===== config.mk =====
export PLATFORM = sky130hd
export DESIGN_NAME = card_deact_seq
export DESIGN_NICKNAME = d
export VERILOG_FILES = /design/src/rtl/card_deact_pkg.sv /design/src/rtl/card_deact_trigger.sv /design/src/rtl/card_deact_timer.sv /design/src/rtl/card_deact_seq.sv
export SDC_FILE = /design/constraint.sdc
export NUM_CORES = 1
export LEC_CHECK = 0
export BUFFER_PORTS_ARGS = -buffer_cell sky130_fd_sc_hd__buf_2
export CORE_UTILIZATION = 55
export CTS_CLUSTER_SIZE = 40
export DETAILED_ROUTE_END_ITERATION = 6
export GPL_ROUTABILITY_DRIVEN = 0
export MAX_ROUTING_LAYER = met4
export PLACE_DENSITY = 0.78
export SYNTH_ARGS = -nofsm -noshare
export SYNTH_HDL_FRONTEND = slang
export SYNTH_SLANG_ARGS = --single-unit

===== constraint.sdc =====
create_clock -name clk -period 3.15 [get_ports clk]
set_input_delay 0.315 -clock clk [delete_from_list [all_inputs] [get_ports clk]]
set_output_delay 0.315 -clock clk [all_outputs]
set_load 0.005 [all_outputs]

===== src/rtl/card_deact_pkg.sv =====
package card_deact_pkg;

    // Number of recorded shutdown causes and their bit positions
    localparam int CAUSE_W    = 6;
    localparam int CZ_SW      = 0;
    localparam int CZ_OCP     = 1;
    localparam int CZ_OTP     = 2;
    localparam int CZ_LOGIC   = 3;
    localparam int CZ_CARDSUP = 4;
    localparam int CZ_REMOVAL = 5;

    // Sequencer phases: each W_* state waits for one step's interval
    typedef enum logic [2:0] {
        ST_OFF   = 3'd0,
        ST_ON    = 3'd1,
        ST_W_RST = 3'd2,
        ST_W_CLK = 3'd3,
        ST_W_IO  = 3'd4,
        ST_W_VCC = 3'd5
    } seq_state_e;

    typedef struct packed {
        seq_state_e           state;
        logic                 rst_hi;
        logic                 clk_en;
        logic                 io_en;
        logic                 vcc_en;
        logic                 done;
        logic [CAUSE_W-1:0]   cause;
        logic                 ss_prev;
    } seq_regs_t;

    localparam seq_regs_t SEQ_RESET = '{
        state:   ST_OFF,
        rst_hi:  1'b0,
        clk_en:  1'b0,
        io_en:   1'b0,
        vcc_en:  1'b0,
        done:    1'b0,
        cause:   '0,
        ss_prev: 1'b0
    };

endpackage


===== src/rtl/card_deact_trigger.sv =====
module card_deact_trigger
    import card_deact_pkg::*;
(
    input  logic               session_active,
    input  logic               start_stop,
    input  logic               flt_overcurrent,
    input  logic               flt_overtemp,
    input  logic               flt_logic_supply,
    input  logic               flt_card_supply,
    input  logic               card_present,
    output logic [CAUSE_W-1:0] cause_vec,
    output logic               fire,
    output logic               hw_block
);

    logic [CAUSE_W-1:0] raw_d;

    always_comb begin
        raw_d             = '0;
        raw_d[CZ_SW]      = ~start_stop;
        raw_d[CZ_OCP]     = flt_overcurrent;
        raw_d[CZ_OTP]     = flt_overtemp;
        raw_d[CZ_LOGIC]   = flt_logic_supply;
        raw_d[CZ_CARDSUP] = flt_card_supply;
        raw_d[CZ_REMOVAL] = ~card_present;
    end

    // Causes only count while a session is open
    always_comb begin
        cause_vec = session_active ? raw_d : '0;
        fire      = |cause_vec;
        // Hardware conditions that forbid opening a session
        hw_block  = |raw_d[CAUSE_W-1:CZ_OCP];
    end

endmodule


===== src/rtl/card_deact_timer.sv =====
module card_deact_timer #(
    parameter int CNT_W = 8
) (
    input  logic             clk,
    input  logic             rst,
    input  logic             load,
    input  logic [CNT_W-1:0] load_val,
    output logic             zero
);

    logic [CNT_W-1:0] cnt_d, cnt_q;

    always_comb begin
        cnt_d = cnt_q;
        if (load) begin
            cnt_d = load_val;
        end else if (cnt_q != '0) begin
            cnt_d = cnt_q - 1'b1;
        end
    end

    always_ff @(posedge clk) begin
        if (rst) begin
            cnt_q <= '0;
        end else begin
            cnt_q <= cnt_d;
        end
    end

    assign zero = (cnt_q == '0);

    AST_TMR_DECREMENT: assert property (@(posedge clk) disable iff (rst)
        (!load && cnt_q != '0) |=> (cnt_q == $past(cnt_q) - 1'b1));

    AST_TMR_HOLD_ZERO: assert property (@(posedge clk) disable iff (rst)
        (!load && cnt_q == '0) |=> (cnt_q == '0));

endmodule


===== src/rtl/card_deact_seq.sv =====
module card_deact_seq
    import card_deact_pkg::*;
#(
    parameter int CYC_PER_US   = 50,
    parameter int RST_HALVES   = 1,
    parameter int CLK_HALVES   = 15,
    parameter int IO_HALVES    = 1,
    parameter int VCC_HALVES   = 1
) (
    input  logic               clk,
    input  logic               rst,
    input  logic               start_stop,
    input  logic               flt_overcurrent,
    input  logic               flt_overtemp,
    input  logic               flt_logic_supply,
    input  logic               flt_card_supply,
    input  logic               card_present,
    output logic               card_rst_o,
    output logic               card_clk_en_o,
    output logic               card_io_en_o,
    output logic               card_vcc_en_o,
    output logic               deact_done_o,
    output logic [CAUSE_W-1:0] deact_cause_o
);

    // Cycles in half a microsecond; the step delays are multiples of it
    localparam int HALF     = CYC_PER_US / 2;
    localparam int MAX_A    = (RST_HALVES > CLK_HALVES) ? RST_HALVES : CLK_HALVES;
    localparam int MAX_B    = (IO_HALVES > VCC_HALVES) ? IO_HALVES : VCC_HALVES;
    localparam int LONGEST  = HALF * ((MAX_A > MAX_B) ? MAX_A : MAX_B);
    localparam int CNT_W    = $clog2(LONGEST + 1);

    localparam logic [CNT_W-1:0] LD_RST = CNT_W'(HALF * RST_HALVES - 1);
    localparam logic [CNT_W-1:0] LD_CLK = CNT_W'(HALF * CLK_HALVES - 1);
    localparam logic [CNT_W-1:0] LD_IO  = CNT_W'(HALF * IO_HALVES - 1);
    localparam logic [CNT_W-1:0] LD_VCC = CNT_W'(HALF * VCC_HALVES - 1);

    seq_regs_t          q, n;
    logic               tmr_load;
    logic [CNT_W-1:0]   tmr_val;
    logic               tmr_zero;
    logic [CAUSE_W-1:0] cause_vec;
    logic               fire;
    logic               hw_block;
    logic               session_active;

    assign session_active = (q.state == ST_ON);

    card_deact_trigger u_trigger (
        .session_active   (session_active),
        .start_stop       (start_stop),
        .flt_overcurrent  (flt_overcurrent),
        .flt_overtemp     (flt_overtemp),
        .flt_logic_supply (flt_logic_supply),
        .flt_card_supply  (flt_card_supply),
        .card_present     (card_present),
        .cause_vec        (cause_vec),
        .fire             (fire),
        .hw_block         (hw_block)
    );

    card_deact_timer #(
        .CNT_W (CNT_W)
    ) u_timer (
        .clk      (clk),
        .rst      (rst),
        .load     (tmr_load),
        .load_val (tmr_val),
        .zero     (tmr_zero)
    );

    always_comb begin
        n        = q;
        n.done   = 1'b0;
        tmr_load = 1'b0;
        tmr_val  = '0;
        unique case (q.state)
            ST_OFF: begin
                // Edge-qualified activation; refused under any fault
                if (start_stop && !q.ss_prev && !hw_block) begin
                    n.state  = ST_ON;
                    n.rst_hi = 1'b1;
                    n.clk_en = 1'b1;
                    n.io_en  = 1'b1;
                    n.vcc_en = 1'b1;
                    n.cause  = '0;
                end
            end
            ST_ON: begin
                if (fire) begin
                    n.state  = ST_W_RST;
                    n.cause  = cause_vec;
                    tmr_load = 1'b1;
                    tmr_val  = LD_RST;
                end
            end
            ST_W_RST: begin
                if (tmr_zero) begin
                    n.state  = ST_W_CLK;
                    n.rst_hi = 1'b0;
                    tmr_load = 1'b1;
                    tmr_val  = LD_CLK;
                end
            end
            ST_W_CLK: begin
                if (tmr_zero) begin
                    n.state  = ST_W_IO;
                    n.clk_en = 1'b0;
                    tmr_load = 1'b1;
                    tmr_val  = LD_IO;
                end
            end
            ST_W_IO: begin
                if (tmr_zero) begin
                    n.state  = ST_W_VCC;
                    n.io_en  = 1'b0;
                    tmr_load = 1'b1;
                    tmr_val  = LD_VCC;
                end
            end
            ST_W_VCC: begin
                if (tmr_zero) begin
                    n.state  = ST_OFF;
                    n.vcc_en = 1'b0;
                    n.done   = 1'b1;
                end
            end
            default: begin
                n = SEQ_RESET;
            end
        endcase
        n.ss_prev = start_stop;
    end

    always_ff @(posedge clk) begin
        if (rst) begin
            q <= SEQ_RESET;
        end else begin
            q <= n;
        end
    end

    assign card_rst_o    = q.rst_hi;
    assign card_clk_en_o = q.clk_en;
    assign card_io_en_o  = q.io_en;
    assign card_vcc_en_o = q.vcc_en;
    assign deact_done_o  = q.done;
    assign deact_cause_o = q.cause;

    AST_CLK_AFTER_RST: assert property (@(posedge clk) disable iff (rst)
        $fell(card_clk_en_o) |-> !card_rst_o);

    AST_IO_AFTER_CLK: assert property (@(posedge clk) disable iff (rst)
        $fell(card_io_en_o) |-> !card_clk_en_o);

    AST_VCC_LAST: assert property (@(posedge clk) disable iff (rst)
        $fell(card_vcc_en_o) |-> (!card_io_en_o && deact_done_o));

    AST_DONE_ONE_CYCLE: assert property (@(posedge clk) disable iff (rst)
        deact_done_o |=> !deact_done_o);

    AST_CAUSE_FROZEN: assert property (@(posedge clk) disable iff (rst)
        ((q.state != ST_OFF && q.state != ST_ON) &&
         $past(q.state != ST_OFF && q.state != ST_ON)) |-> $stable(deact_cause_o));

    AST_NO_WAKE_MIDWAY: assert property (@(posedge clk) disable iff (rst)
        (q.state != ST_OFF && q.state != ST_ON) |=> (q.state != ST_ON));

    AST_CAUSE_NONZERO: assert property (@(posedge clk) disable iff (rst)
        $fell(card_rst_o) |-> (deact_cause_o != '0));

endmodule


-- After elaboration in Yosys (flattened, before gate mapping)
Index checks and enable logic that the tools add are counted.
- bits in registers: 24
- output and inout port bits: 11
- logic and storage cells: 79
- input bits: 8
- bitwise gates (word level): 8
- multiplexer cells: 26
- add/subtract/negate cells: 1
- reductions and logical operators: 24
- equality and inequality tests: 11
- operators with widths (operator ; number):
    9-bit two-way mux ; 3
    9-bit one-hot mux with 3 select lines ; 1
    4-bit OR reduction ; 5
    6-bit two-way mux ; 3
    3-bit one-hot mux with 6 select lines ; 1
    6-bit one-hot mux with 3 select lines ; 1
    3-bit AND reduction ; 5
    3-bit two-way mux ; 4
    2-bit != test (second input constant) ; 6
    1-bit one-hot mux with 3 select lines ; 4
    5-bit two-way mux ; 2
    9-bit logical NOT ; 1
    9-bit nonzero test ; 1
    9-bit by 1-bit subtractor with 9-bit output (second input constant) ; 1
    1-bit NOT ; 8
    7-bit two-way mux ; 1
    3-bit by 2-bit == test with 1-bit output (second input constant) ; 2
    3-bit == test (second input constant) ; 2
    6-bit AND reduction ; 1
    6-bit OR reduction ; 1
    5-bit OR reduction ; 1
    4-bit two-way mux ; 1
    2-bit OR reduction ; 2
    3-bit by 1-bit == test with 1-bit output (second input constant) ; 1
    other kinds (8) ; 12

-- Logic depth before layout (Yosys ltp)
Gate-level depths: netlist (run 1).
- depth after elaboration: 6
- depth in mapped cells: 7
- mapped depth without buffers: 6

-- Cells and area by module
A second synthesis (run 1) with hierarchy kept.
- cell total of the unflattened synthesis: 166
- area total of the unflattened synthesis: 1383.8 um^2
- modules (own cells, without submodules) (module ; seq. area each (um^2) ; cells each ; times used ; area each (um^2)):
    card_deact_seq ; 300.3 ; 94 ; 1 ; 809.5
    card_deact_timer ; 180.2 ; 62 ; 1 ; 514.2
    card_deact_trigger ; 0.0 ; 10 ; 1 ; 60.1

-- Least setup slack after synthesis (run 1)
Ideal clock, no wire load.
- path kind: reg2reg
- start point: reg u_timer.cnt_q[0]
- end point: reg u_timer.cnt_q[8]
- arrival time: 2.070 ns
- required time: 3.080 ns
- stages on the path, launching flop included: 8
- clock period less this slack: 2.141 ns
- slack: 1.009 ns
- library setup time: 0.070 ns
- cells stage by stage: dfxtp_1 inv_1 ha_1 or4b_1 buf_2 or4_1 or4_1 a21oi_1
- longest elaborated chain between the ends: 4
- elaborated cells between the ends (all ways): 10
- ends and longest elaborated chain (what ; RTL line ; RTL):
    start: declaration ; card_deact_timer.sv:11 ; logic [CNT_W-1:0] cnt_d, cnt_q;
    start signal: assignment ; card_deact_timer.sv:26 ; cnt_q <= cnt_d;
    parallel branches: the longest is 4 deep, another holds 9-bit by 1-bit subtractor with 9-bit output ; n/a ;
Parallel ways; which one is timed is not known. The select of a mux whose other input is x is not followed.
A chain may end at the register's enable or synchronous reset.

-- Final worst setup path (run 1)
Ends and elaborated chain as after synthesis.

==> results of run 1 <==
critical path: stages (launching register included):
cell     delay [ns]
dfxtp_1        0.35
inv_1          0.09
ha_1           0.22
or4b_1         0.59
or4_1          0.47
or4_1          0.41
a21oi_1        0.18
synthesized netlist by cell type, types with 3 or more instances:
master	n	area, sq um
xnor2_1	4	35.0
dfxtp_1	24	480
a31oi_1	4	25.0
nand2_1	7	26.3
o21ai_0	7	35.0
clkbuf_1	5	18.8
nor3_1	3	15.0
a22o_1	4	35.0
or4_1	5	37.5
nor4_1	4	25.0
a21oi_1	11	55.1
nand3_1	3	15.0
buf_4	6	45.0
nor2_1	9	33.8
inv_1	5	18.8
through the flow:
stage,hold WS [ns],cell area (sq um),setup WS [ns],instances,util (%)
floorplan,0.403,1160,1.01,133,-
detailed placement,0.445,1230,0.823,167,62.0
CTS,0.183,1250,0.789,170,63.1
global route,0.194,1250,0.662,170,63.1
finish,0.185,1250,0.785,170,63.1
global placement,0.451,1230,0.824,167,62.0
cells by family (layout without fill, tap and decap cells):
kind of cell / count (synthesis) / after routing / synth area share (%)
AO/OA/AOI/OAI: 39 / 39 / 22.3
multiplexers: 2 / 2 / 1.83
AND/OR/NAND/NOR: 44 / 44 / 21.8
adder cells (fa/ha/maj): 1 / 1 / 1.08
buffers and inverters: 18 / 28 / 7.96
XOR/XNOR: 5 / 5 / 3.76
flip-flops: 24 / 24 / 41.3
layout make-up:
type | instances | share of cell area, %
multi-input combinational | 91 | 47.2
sequential | 24 | 38.4
timing repair buffer | 20 | 8.40
tap | 27 | 2.70
clock buffer | 3 | 1.80
inverter | 5 | 1.50
cells in the final DEF (no fill, tap or decap), types with 2 or more instances in the layout:
| cell type | synthesis | final |
|---|---|---|
| nor3_1 | 3 | 3 |
| o211ai_1 | 2 | 2 |
| nand2_1 | 7 | 7 |
| clkbuf_4 | 0 | 3 |
| buf_2 | 2 | 18 |
| nand2b_1 | 2 | 2 |
| or4b_1 | 2 | 2 |
| a21oi_1 | 11 | 11 |
| nor4_1 | 4 | 4 |
| or4_1 | 5 | 5 |
| nor2_1 | 9 | 9 |
| a31oi_1 | 4 | 4 |
| buf_4 | 6 | 2 |
| or3_1 | 2 | 2 |
| o2bb2ai_1 | 2 | 2 |
| o31a_1 | 2 | 2 |
| a22o_1 | 4 | 4 |
| inv_1 | 5 | 5 |
| xnor2_1 | 4 | 4 |
| o31ai_1 | 2 | 2 |
| dfxtp_1 | 24 | 24 |
| o21ai_0 | 7 | 7 |
| nand3_1 | 3 | 3 |
| o2111ai_1 | 2 | 2 |
power by group through the flow:
stage | sequential (mW) | combinational (mW) | clock (mW)
floorplan | 0.395 | 0.330 | 0
global placement | 0.405 | 0.417 | 0
detailed placement | 0.411 | 0.425 | 0
CTS | 0.403 | 0.429 | 0.134
global route | 0.415 | 0.482 | 0.141
finish | 0.404 | 0.430 | 0.131
layer usage:
metal  GRT usage [%]  wire [um]  vias up
met5               -          0        -
met3            3.40        131        5
li1                -          -      518
met4            10.0         43        0
met1            34.2       1100      475
met2            38.6       1140       33
worst max path at each step:
stage          slack, ns                     startpoint                            end  cells after the start
2_1_floorplan       1.01  u_timer.cnt_q[0]$_SDFFE_PP0P_  u_timer.cnt_q[8]$_SDFFE_PP0P_                      7
3_3_place_gp        0.82  u_timer.cnt_q[0]$_SDFFE_PP0P_  u_timer.cnt_q[8]$_SDFFE_PP0P_                      6
3_5_place_dp        0.82  u_timer.cnt_q[0]$_SDFFE_PP0P_  u_timer.cnt_q[8]$_SDFFE_PP0P_                      6
4_1_cts             0.79  u_timer.cnt_q[0]$_SDFFE_PP0P_  u_timer.cnt_q[8]$_SDFFE_PP0P_                      6
5_1_grt             0.66  u_timer.cnt_q[0]$_SDFFE_PP0P_  u_timer.cnt_q[8]$_SDFFE_PP0P_                      6
6_report            0.78  u_timer.cnt_q[0]$_SDFFE_PP0P_  u_timer.cnt_q[8]$_SDFFE_PP0P_                      6
state kept, by name, summed over array words and instances (netlist names):
name,count
card_clk_en_o,1
card_io_en_o,1
card_rst_o,1
card_vcc_en_o,1
deact_cause_o,6
deact_done_o,1
q,4
u_timer.cnt_q,9
==> results.toml, run 1 <==
[worst_setup_path]
arrival_ns = 2.61
path_class = "register to register"
crit_path_end_kind = "register"
required_ns = 3.40
r2r-end = "u_timer.cnt_q[8]$_SDFFE_PP0P_"
r2r_setup_slack_ns = 0.78
regToRegStartpoint = "u_timer.cnt_q[0]$_SDFFE_PP0P_"
crit_fanout = 7
r2r_cells = 6
start_kind = "register"

[cts]
numCtsBuffers = 3
cts.sinks = 24
ctsLongestPathBuffers = 2
post_cts_buffers = 0
htree_levels = 1
clk_latency_ns = 0.31
cts_tree = "done"
clk_pin_slew_worst_paths_ns = 0.13
cts_hold_buffers = 0
cts_resized = 0
cts-root-buf = "clkbuf_4"

[synthesis]
synth_area_per_cell_sq_um = 8.75
syn_inst = 133
synth_flop_cell = "dfxtp_1"
ys_types = 38
synth_nets = 142
synth_edf_count = 0
yosys_warnings = 0
ys_async_sr_fraction_pct = 0
yosysSeqAreaShare_pct = 41.3
synthesis.area_sq_um = 1160
ys_ff_latch = 24

[finish]
layout-drive-gt1-share_pct = 18.2
nets = 154
multi_input_area_sq_um = 591
area_growth_pct = 7.53
nFillCells = 174
diodes = 0
seqCellArea_sq_um = 480

[sta]
hold_viol = 0
maxSlewViolCount = 0
skew_ns = 0.00959
rsz0062_at_grt = "no"
fmax_mhz = 423
setup_viol = 0
fin_tns_setup_ns = 0
slew_headroom_pct = 63.5
tightest_slew_ns = 0.548
period_share_pct = 75.1
min_period_ns = 2.37

[pwr]
seq_power_share_pct = 41.8
comb_power_share_pct = 44.6
power_density_nw_per_um2 = 772
p_int_mw = 0.593
p_total_mw = 0.965
p_sw_share_pct = 38.6
ir_drop_v = 0.000499
pwr-share-clk_pct = 13.6
p_sw_mw = 0.373
p_leak_nw = 0.480

[drt]
vias = 1031
via_per_inst = 6.06
drc = 0
wl_per_cell_um = 14.2
totalWireLength_um = 2420
ant_nets = 0
first_pass_iters = 4
drt_first_iter_violations = 28

[die]
die_x_um = 48.0
num_io_pins = 19
die-area_sq_um = 2300
rows = 16
start_util_pct = 58.7
die_h_um = 48.0
coreArea_sq_um = 1980

[min_path]
min_path_type = "input port to register"
holdPathStages = 2
hold_end = "deact_cause_o[5]$_SDFFE_PP0P_"
worstHoldStart = "card_present"

[run_status]
status = "complete, no violations"

[placement]
dp_hpwl_um = 1800
port_buffers = 18

[global_route]
grt_pass1_vias = 863
grt-ovfl-total = 0
grt_pass1_wl_um = 3920
grt_max_degree = 21
grtUsageTotal_pct = 25.5
antenna_found_initial = 0

[job]
maxCapViolations = 0
Note: power is estimated with default switching activity, not from simulation.
==> run 2, diff against run 1 <==
--- a/config.mk
+++ b/config.mk
@@ -6,12 +6,12 @@
 export NUM_CORES = 1
 export LEC_CHECK = 0
 export BUFFER_PORTS_ARGS = -buffer_cell sky130_fd_sc_hd__buf_2
-export CORE_UTILIZATION = 55
+export CORE_UTILIZATION = 49
 export CTS_CLUSTER_SIZE = 40
 export DETAILED_ROUTE_END_ITERATION = 6
 export GPL_ROUTABILITY_DRIVEN = 0
 export MAX_ROUTING_LAYER = met4
-export PLACE_DENSITY = 0.78
+export PLACE_DENSITY = 0.74
 export SYNTH_ARGS = -nofsm -noshare
 export SYNTH_HDL_FRONTEND = slang
 export SYNTH_SLANG_ARGS = --single-unit
==> constraint.sdc (replaced) <==
create_clock -name clk -period 2.12 [get_ports clk]
set_input_delay 0.212 -clock clk [delete_from_list [all_inputs] [get_ports clk]]
set_output_delay 0.212 -clock clk [all_outputs]
set_load 0.005 [all_outputs]
==> run 2 against run 1 <==
Non-clock buffer count is 8 higher. Cell count is 5.9% higher. First-iteration DRC count is 57% higher. Combinational power is 76% higher. Sequential share of layout area is 2.8 points lower. Hold slack worse by 0.13 ns. Die area is 12% higher. Total power is 66% higher. Highest routed layer unchanged.
==> results.toml, run 2 (synthesis gave the netlist of run 1 again) <==
[worst_setup_path]
start_kind = "register"
required_ns = 2.37
crit_fanout = 3
path_class = "register to register"
crit_path_end_kind = "register"
arrival_ns = 2.30

[sta]
tightest_slew_ns = 0.552
maxSlewViolCount = 0
slew_headroom_pct = 62.9
period_share_pct = 96.5
setup_viol = 0
hold_viol = 0
fmax_mhz = 489
holdWs_ns = 0.0565
skew_ns = 0.0117
min_period_ns = 2.05
rsz0062_at_grt = "no"
fin_ws_ns = 0.0741

[cts]
cts_tree = "done"
cts.sinks = 24
htree_levels = 1
cts_resized = 0
post_cts_buffers = 0
ctsLongestPathBuffers = 2
numCtsBuffers = 3
clk_pin_slew_worst_paths_ns = 0.14
clk_latency_ns = 0.32
cts_hold_buffers = 0
cts-root-buf = "clkbuf_4"

[finish]
layout-drive-gt1-share_pct = 28.9
final_common_cell = "dfxtp_1"
stdcell_area_sq_um = 1360
area_growth_pct = 16.6
largest_reg_flops = 9
regMostFlops = "u_timer.cnt_q"
nets = 162
final_cell_mix = "22 x dfxtp_1, 18 x buf_2, 10 x a21oi_1, 10 x buf_4, 9 x nor2_1"
diodes = 0

[drt]
first_pass_iters = 4
wl_per_cell_um = 15.1
totalWireLength_um = 2720
drt_first_iter_violations = 44
drc = 0
via_per_inst = 6.14
vias = 1105
ant_nets = 0

[die]
num_io_pins = 19
coreArea_sq_um = 2230
die_x_um = 50.7
die_h_um = 50.7
die-area_sq_um = 2570
rows = 17
start_util_pct = 52.1

[min_path]
min_path_type = "input port to register"

[global_route]
grt_max_degree = 21
antenna_found_initial = 0
grt_pass1_vias = 1028
grtUsageTotal_pct = 24.3
grt-ovfl-total = 0
grt_pass1_wl_um = 4580

[placement]
place_area_sq_um = 1300
dp_hpwl_um = 1960
dp_slack_ns = 0.0510
port_buffers = 18

[run_status]
status = "complete, no violations"

[pwr]
p_leak_nw = 0.531
power_density_nw_per_um2 = 1180
ir_drop_v = 0.000811

[job]
maxCapViolations = 0
==> run 2: critical path: stages, from the launching register on <==
cell     delay [ns]
dfxtp_2        0.35
inv_2          0.08
ha_4           0.14
or4b_4         0.45
or4_4          0.42
or4_4          0.42
a21oi_2        0.12
==> run 2: worst paths after layout <==
check	start	to	slack (ns)	cells after the start
hold reg to reg	deact_cause_o[5]$_SDFFE_PP0P_	deact_cause_o[5]$_SDFFE_PP0P_	0.47	1
setup / recovery	u_timer.cnt_q[1]$_SDFFE_PP0P_	u_timer.cnt_q[8]$_SDFFE_PP0P_	0.07	6
hold / removal	card_present	deact_cause_o[5]$_SDFFE_PP0P_	0.06	2
setup reg to reg	u_timer.cnt_q[1]$_SDFFE_PP0P_	u_timer.cnt_q[8]$_SDFFE_PP0P_	0.07	6
==> run 2: stage by stage <==
step	std cells	setup TNS (ns)	power [mW]	utilization, %
after floorplan	133	-0.00123	1.12	-
after global placement	176	0	1.28	58.0
after detailed placement	176	0	1.31	58.0
after CTS	180	0	1.55	59.7
after global routing	180	0	1.72	60.7
final	180	0	1.60	60.7
==> run 2: cell type report <==
| cell class | instances | area (sq um) |
|---|---|---|
| fill | 202 | 877 |
| timing repair buffer | 28 | 165 |
| inverter | 5 | 18.8 |
| sequential | 24 | 483 |
| tap | 28 | 35.0 |
| multi-input combinational | 91 | 618 |
| clock buffer | 4 | 36.3 |
==> run 2: power by group <==
part	leakage [nW]	internal (mW)	switching, mW
Clock	0.0210	0.105	0.138
Combinational	0.315	0.370	0.385
Sequential	0.196	0.526	0.0807
==> run 2: routing by layer <==
metal	share of wire [%]	vias up	global-route usage, %
met2	50	45	38.0
met3	5.1	6	3.64
met5	0	-	-
met4	1.3	0	11.1
met1	44	527	30.9
li1	-	527	-
